**src/rtl/iopc_pkg.sv**
```systemverilog
package iopc_pkg;

  typedef enum logic [2:0] {
    ST_IDLE,
    ST_RD_OFS,
    ST_RD_BMP,
    ST_EVAL,
    ST_DONE
  } chkState_e;

  typedef struct packed {
    logic capture;
    logic issueOfs;
    logic issueBmp;
    logic judgeBits;
  } ctlStrobe_t;

  localparam logic [3:0]  TYPE_AVAIL32   = 4'b1001;
  localparam int unsigned MIN_SEG_LIMIT  = 103;
  localparam int unsigned OFS_FIELD_ADDR = 'h66;

  function automatic logic [3:0] sizeMask(input logic [1:0] sizeCode);
    case (sizeCode)
      2'b00:   sizeMask = 4'b0001;
      2'b01:   sizeMask = 4'b0011;
      default: sizeMask = 4'b1111;
    endcase
  endfunction

endpackage

```
**src/rtl/iopc_dpath.sv**
```systemverilog
module iopc_dpath
  import iopc_pkg::*;
#(
  parameter int ADDR_W = 32,
  parameter int PORT_W = 16,
  parameter int WORD_W = 16
) (
  input  logic              clk,
  input  logic              rstN,
  input  ctlStrobe_t        strobe,
  input  logic [PORT_W-1:0] portAddr,
  input  logic [1:0]        accSize,
  input  logic [ADDR_W-1:0] tssBase,
  input  logic [ADDR_W-1:0] tssLimit,
  input  logic              tssPresent,
  input  logic [3:0]        tssType,
  input  logic [WORD_W-1:0] memRdData,
  output logic              descOk,
  output logic              boundOk,
  output logic [ADDR_W-1:0] memRdAddr,
  output logic              verdictAllow
);

  localparam int SHIFT_W = PORT_W - 3;
  localparam int IDX_W   = ((SHIFT_W > WORD_W) ? SHIFT_W : WORD_W) + 1;
  localparam int CMP_W   = ADDR_W + 1;

  logic [ADDR_W-1:0] baseQ;
  logic [ADDR_W-1:0] limitQ;
  logic [PORT_W-1:0] portQ;
  logic [1:0]        sizeQ;
  logic              verdictQ;

  logic [IDX_W-1:0]  byteIdx;
  logic [CMP_W-1:0]  idxEnd;
  logic [3:0]        window;
  logic              bitsClear;

  // descriptor sanity is judged on the live inputs in the start cycle
  assign descOk = tssPresent && (tssType == TYPE_AVAIL32) &&
                  (tssLimit >= ADDR_W'(MIN_SEG_LIMIT));

  always_ff @(posedge clk or negedge rstN) begin
    if (!rstN) begin
      baseQ  <= '0;
      limitQ <= '0;
      portQ  <= '0;
      sizeQ  <= '0;
    end else if (strobe.capture) begin
      baseQ  <= tssBase;
      limitQ <= tssLimit;
      portQ  <= portAddr;
      sizeQ  <= accSize;
    end
  end

  // offset word arrives on memRdData during the bitmap-issue cycle
  always_comb begin
    byteIdx = IDX_W'(memRdData) + IDX_W'(portQ[PORT_W-1:3]);
    idxEnd  = CMP_W'(byteIdx) + CMP_W'(1);
    boundOk = idxEnd <= {1'b0, limitQ};
  end

  always_comb begin
    if (strobe.issueOfs) memRdAddr = baseQ + ADDR_W'(OFS_FIELD_ADDR);
    else                 memRdAddr = baseQ + ADDR_W'(byteIdx);
  end

  // bitmap word arrives during the evaluation cycle
  always_comb begin
    window    = 4'(memRdData >> portQ[2:0]);
    bitsClear = (window & sizeMask(sizeQ)) == 4'b0000;
  end

  always_ff @(posedge clk or negedge rstN) begin
    if (!rstN)                 verdictQ <= 1'b0;
    else if (strobe.capture)   verdictQ <= 1'b0;
    else if (strobe.judgeBits) verdictQ <= bitsClear;
  end

  assign verdictAllow = verdictQ;

  // a set bit inside the tested window can never lead to a permit
  a_r6_set_bit_blocks: assert property (@(posedge clk) disable iff (!rstN)
    (strobe.judgeBits && !bitsClear) |=> !verdictAllow);

  // captured access fields stay put while no capture is requested
  a_r8_fields_held: assert property (@(posedge clk) disable iff (!rstN)
    !strobe.capture |=> $stable(portQ) && $stable(sizeQ) && $stable(baseQ));

endmodule

```
**config.mk**
```make
export PLATFORM = sky130hd
export DESIGN_NAME = iopc_dpath
export DESIGN_NICKNAME = d
export VERILOG_FILES = /design/src/rtl/iopc_pkg.sv /design/src/rtl/iopc_dpath.sv
export SDC_FILE = /design/constraint.sdc
export NUM_CORES = 1
export LEC_CHECK = 0
export CAP_MARGIN = 20
export CORE_ASPECT_RATIO = 1.25
export CORE_MARGIN = 8
export CORE_UTILIZATION = 47
export CTS_BUF_LIST = sky130_fd_sc_hd__clkbuf_2 sky130_fd_sc_hd__clkbuf_4 sky130_fd_sc_hd__clkbuf_8
export CTS_CLUSTER_SIZE = 24
export DETAILED_ROUTE_END_ITERATION = 10
export HOLD_SLACK_MARGIN = 0.03
export PLACE_DENSITY = 0.8
export REMOVE_ABC_BUFFERS = 1
export SLEW_MARGIN = 0
export SYNTH_ARGS = -nofsm -noshare
export SYNTH_HDL_FRONTEND = slang
export SYNTH_SLANG_ARGS = --single-unit
```
**constraint.sdc**
```tcl
create_clock -name clk -period 5.49 [get_ports clk]
set_input_delay 1.098 -clock clk [delete_from_list [all_inputs] [get_ports clk]]
set_output_delay 1.098 -clock clk [all_outputs]
set_load 0.05 [all_outputs]
```
==> flow_summary.ini <==
[placed_design]
dp.final_hpwl_um = 14700
dpl_cell_area_um2 = 8910
dp.cells = 1064
place_congestion = 0.931
port-buffer-count = 142

[cts]
cts.htree.levels = 3
cts_tree = built
cts_buffers = 9
clkSinkCount = 83
clkTransAtPathRegs_ns = 0.10
clkLatencyLatePin_ns = 0.38
clockBufferDepth = 2
cts_root_buffer = clkbuf_8
ctsHoldBuffers = 0

[synthesis]
avgSynthCellArea_um2 = 9.43
syn_area_um2 = 6240
synth_flop_cell = dfrtp_1
synth_cells = 662
yosysSeqAreaShare = 0.333
synth_edf_count = 0
yosys_warnings = 0
synth-async-reset-ratio = 1.00
synth_cell_type_count = 73
ys_ff_latch = 83

[timing]
relSlewSlack = 0.499
max_freq_mhz = 168
worst_slew_pin_slew_ns = 0.751
setup-tns-final_ns = -6.16
finalWorstSetupSlack_ns = -0.469
fin_crit_ns = 5.96
whs_ns = 0.524
grt_setup_unrepaired = true
fin_crit_sh = 1.09
slew_viol_final = 0
finClkSkew_ns = 0.00365
setup_viol = 20
finalHoldViolCount = 0

[grt]
grt_max_degree = 62
antenna_found_initial = 0
grt_pass1_wl_um = 32000
grt_pass1_vias = 6695
grtUsageTotal = 0.229
overflow = 0

[power_and_ir_drop]
ir_drop_uv = 226
p_per_area_nw_per_um2 = 314
p_leak_nw = 4.41

[run_status]
status = finished, violations left
violations = negative setup slack

[worst_setup_path]
cp_slowest_cell = or4b_4
endpoint_kind = output pin
worstPathCellList = buf_8 -> ha_4 -> buf_6 -> a211oi_4 -> o21ai_2 -> a211oi_2 -> o21ai_1 -> o41a_1 -> xnor2_2 -> inv_2 -> ha_4 -> o21a_1 -> nor2_2 -> or4b_4 -> o22ai_4 -> buf_12 -> buf_4 -> nand2_4 -> xnor2_4 -> buf_12
cp_max_fo = 7
worstPathRequired_ns = 4.39
start_kind = input pin
path_class = input pin to output pin
worstPathArrival_ns = 4.86
cp_slowest_stage_delay_ns = 0.52

[routing]
routed-via-count = 6352
first_pass_iters = 5
drc = 0
viasPerCell = 5.71
drt_iter0_markers = 431
route.antenna.remaining_nets = 0
routed_wl_um = 21700
routedWlPerCell_um = 19.5

[layout]
nNetsFinal = 1098
syn2layout_area_growth_pct = 62.1
drive_gt1_frac = 0.396
layoutNonFillerInstCount = 1113
n_antenna_cell = 0
nFillCells = 791
fin_area_um2 = 10100

[die]
start_util = 0.476
die_y_um = 145
rows = 47
die_w_um = 119
num_io_pins = 144
coreArea_um2 = 13100
dieArea_um2 = 17200

[job]
max-cap-violations = 0

[worst_hold_path]
holdCritPathClass = register to register
==> timing repair <==
action / in CTS / in global routing
endpoints found under the setup margin: 27 / 24
setup buffers: 15 / 18
resized for setup: 121 / 57
pin swaps: 50 / 42
endpoints found under the hold margin: 0 / 0
==> state kept, by name, indices dropped and copies added (netlist names) <==
register      count
baseQ            32
limitQ           32
portQ            16
sizeQ             2
verdictAllow      1
==> cell usage in the layout, fill, tap and decap left out, types with 10 or more instances in the layout <==
cell type and n:
o21ai_0 47, mux2_2 60, xnor2_1 29, dfrtp_1 83, nand4_1 10, nand2_1 55, clkdlybuf4s50_1 98, xnor2_2 11
a21oi_1 29, a21o_1 12, nand3_1 12, nand3_2 10, xor2_1 18, inv_1 34, ha_1 35, ha_4 15
nor2_1 21, buf_4 139, buf_12 31
==> path summary, 6_finish.rpt <==
kind,startpoint,end,slack [ns],cells past startpoint
worst max register to register,sizeQ[1],verdictAllow,3.29,8
worst min register to register,limitQ[30],limitQ[30],0.52,1
worst min-delay path,limitQ[30],limitQ[30],0.52,1
worst max-delay path,memRdData[0],memRdAddr[18],-0.47,20
min in group asynchronous,rstN,baseQ[7],0.61,1
max in group asynchronous,rstN,baseQ[20],3.81,2
==> power breakdown <==
group,switching [W],internal [W],leakage [nW]
sequential,0.0000697,0.000670,0.983
combinational,0.000985,0.00102,3.34
clock,0.000262,0.000174,0.0840
total,0.00132,0.00186,4.41
==> per-stage QoR <==
| stage | util | total power, W | setup WS, ns |
|---|---|---|---|
| global route | 0.771 | 0.00333 | -0.596 |
| global placement | 0.679 | 0.00238 | -0.881 |
| detailed placement | 0.679 | 0.00244 | -1.07 |
| CTS | 0.741 | 0.00301 | -0.260 |
| floorplan | - | 0.00162 | -0.668 |
| finish | 0.771 | 0.00318 | -0.469 |
==> synthesized netlist by cell type, drive strengths merged (3+ instances only) <==
cell type	count	area, µm²
o31ai	3	27.5
nand4	11	75.1
nor4	9	62.6
o211ai	4	30.0
a211oi	4	35.0
a2111oi	4	35.0
clkbuf	19	81.3
and3	9	62.6
dfrtp	83	2080
xor2	22	200
xnor2	47	427
nand3	24	125
o21ai	61	309
mux2	60	676
nand2b	8	50.1
o21bai	4	30.0
a21o	12	90.1
nor3	10	55.1
nor2b	7	43.8
nor2	28	108
a21oi	39	199
ha	50	626
nand2	60	225
inv	38	143
o21a	7	52.6
==> routing by layer <==
metal	part of all wire	up-vias	GRT usage
met5	0	-	0
met4	0.036	0	0.115
met3	0.061	70	0.0516
met2	0.54	270	0.432
met1	0.36	3082	0.234
li1	-	2930	-
==> cell families after synthesis <==
logic type	Yosys count	share of synthesized area
simple gates	179	0.146
mux	60	0.108
buf+inv	58	0.0377
other cells	1	0.000601
compound gates	160	0.168
xor+xnor	69	0.100
flops	83	0.333
fa+ha+maj	52	0.107
==> critical path, delay by kind of cell <==
family,cells,cell delay [ns]
buf+inv,6,0.76
fa+ha+maj,2,0.42
compound gates,7,1.49
xor+xnor,2,0.44
simple gates,3,0.65
==> final cells by class <==
cell class	count	area, µm²	area share
Clock inverter	6	51.3	0.00507
Tap cell	171	214	0.0212
Clock buffer	10	131	0.0130
Sequential cell	83	2080	0.205
Inverter	38	143	0.0141
Multi-Input combinational cell	521	4700	0.465
Timing Repair Buffer	284	2800	0.276
Power figures use the tool's default switching activity.
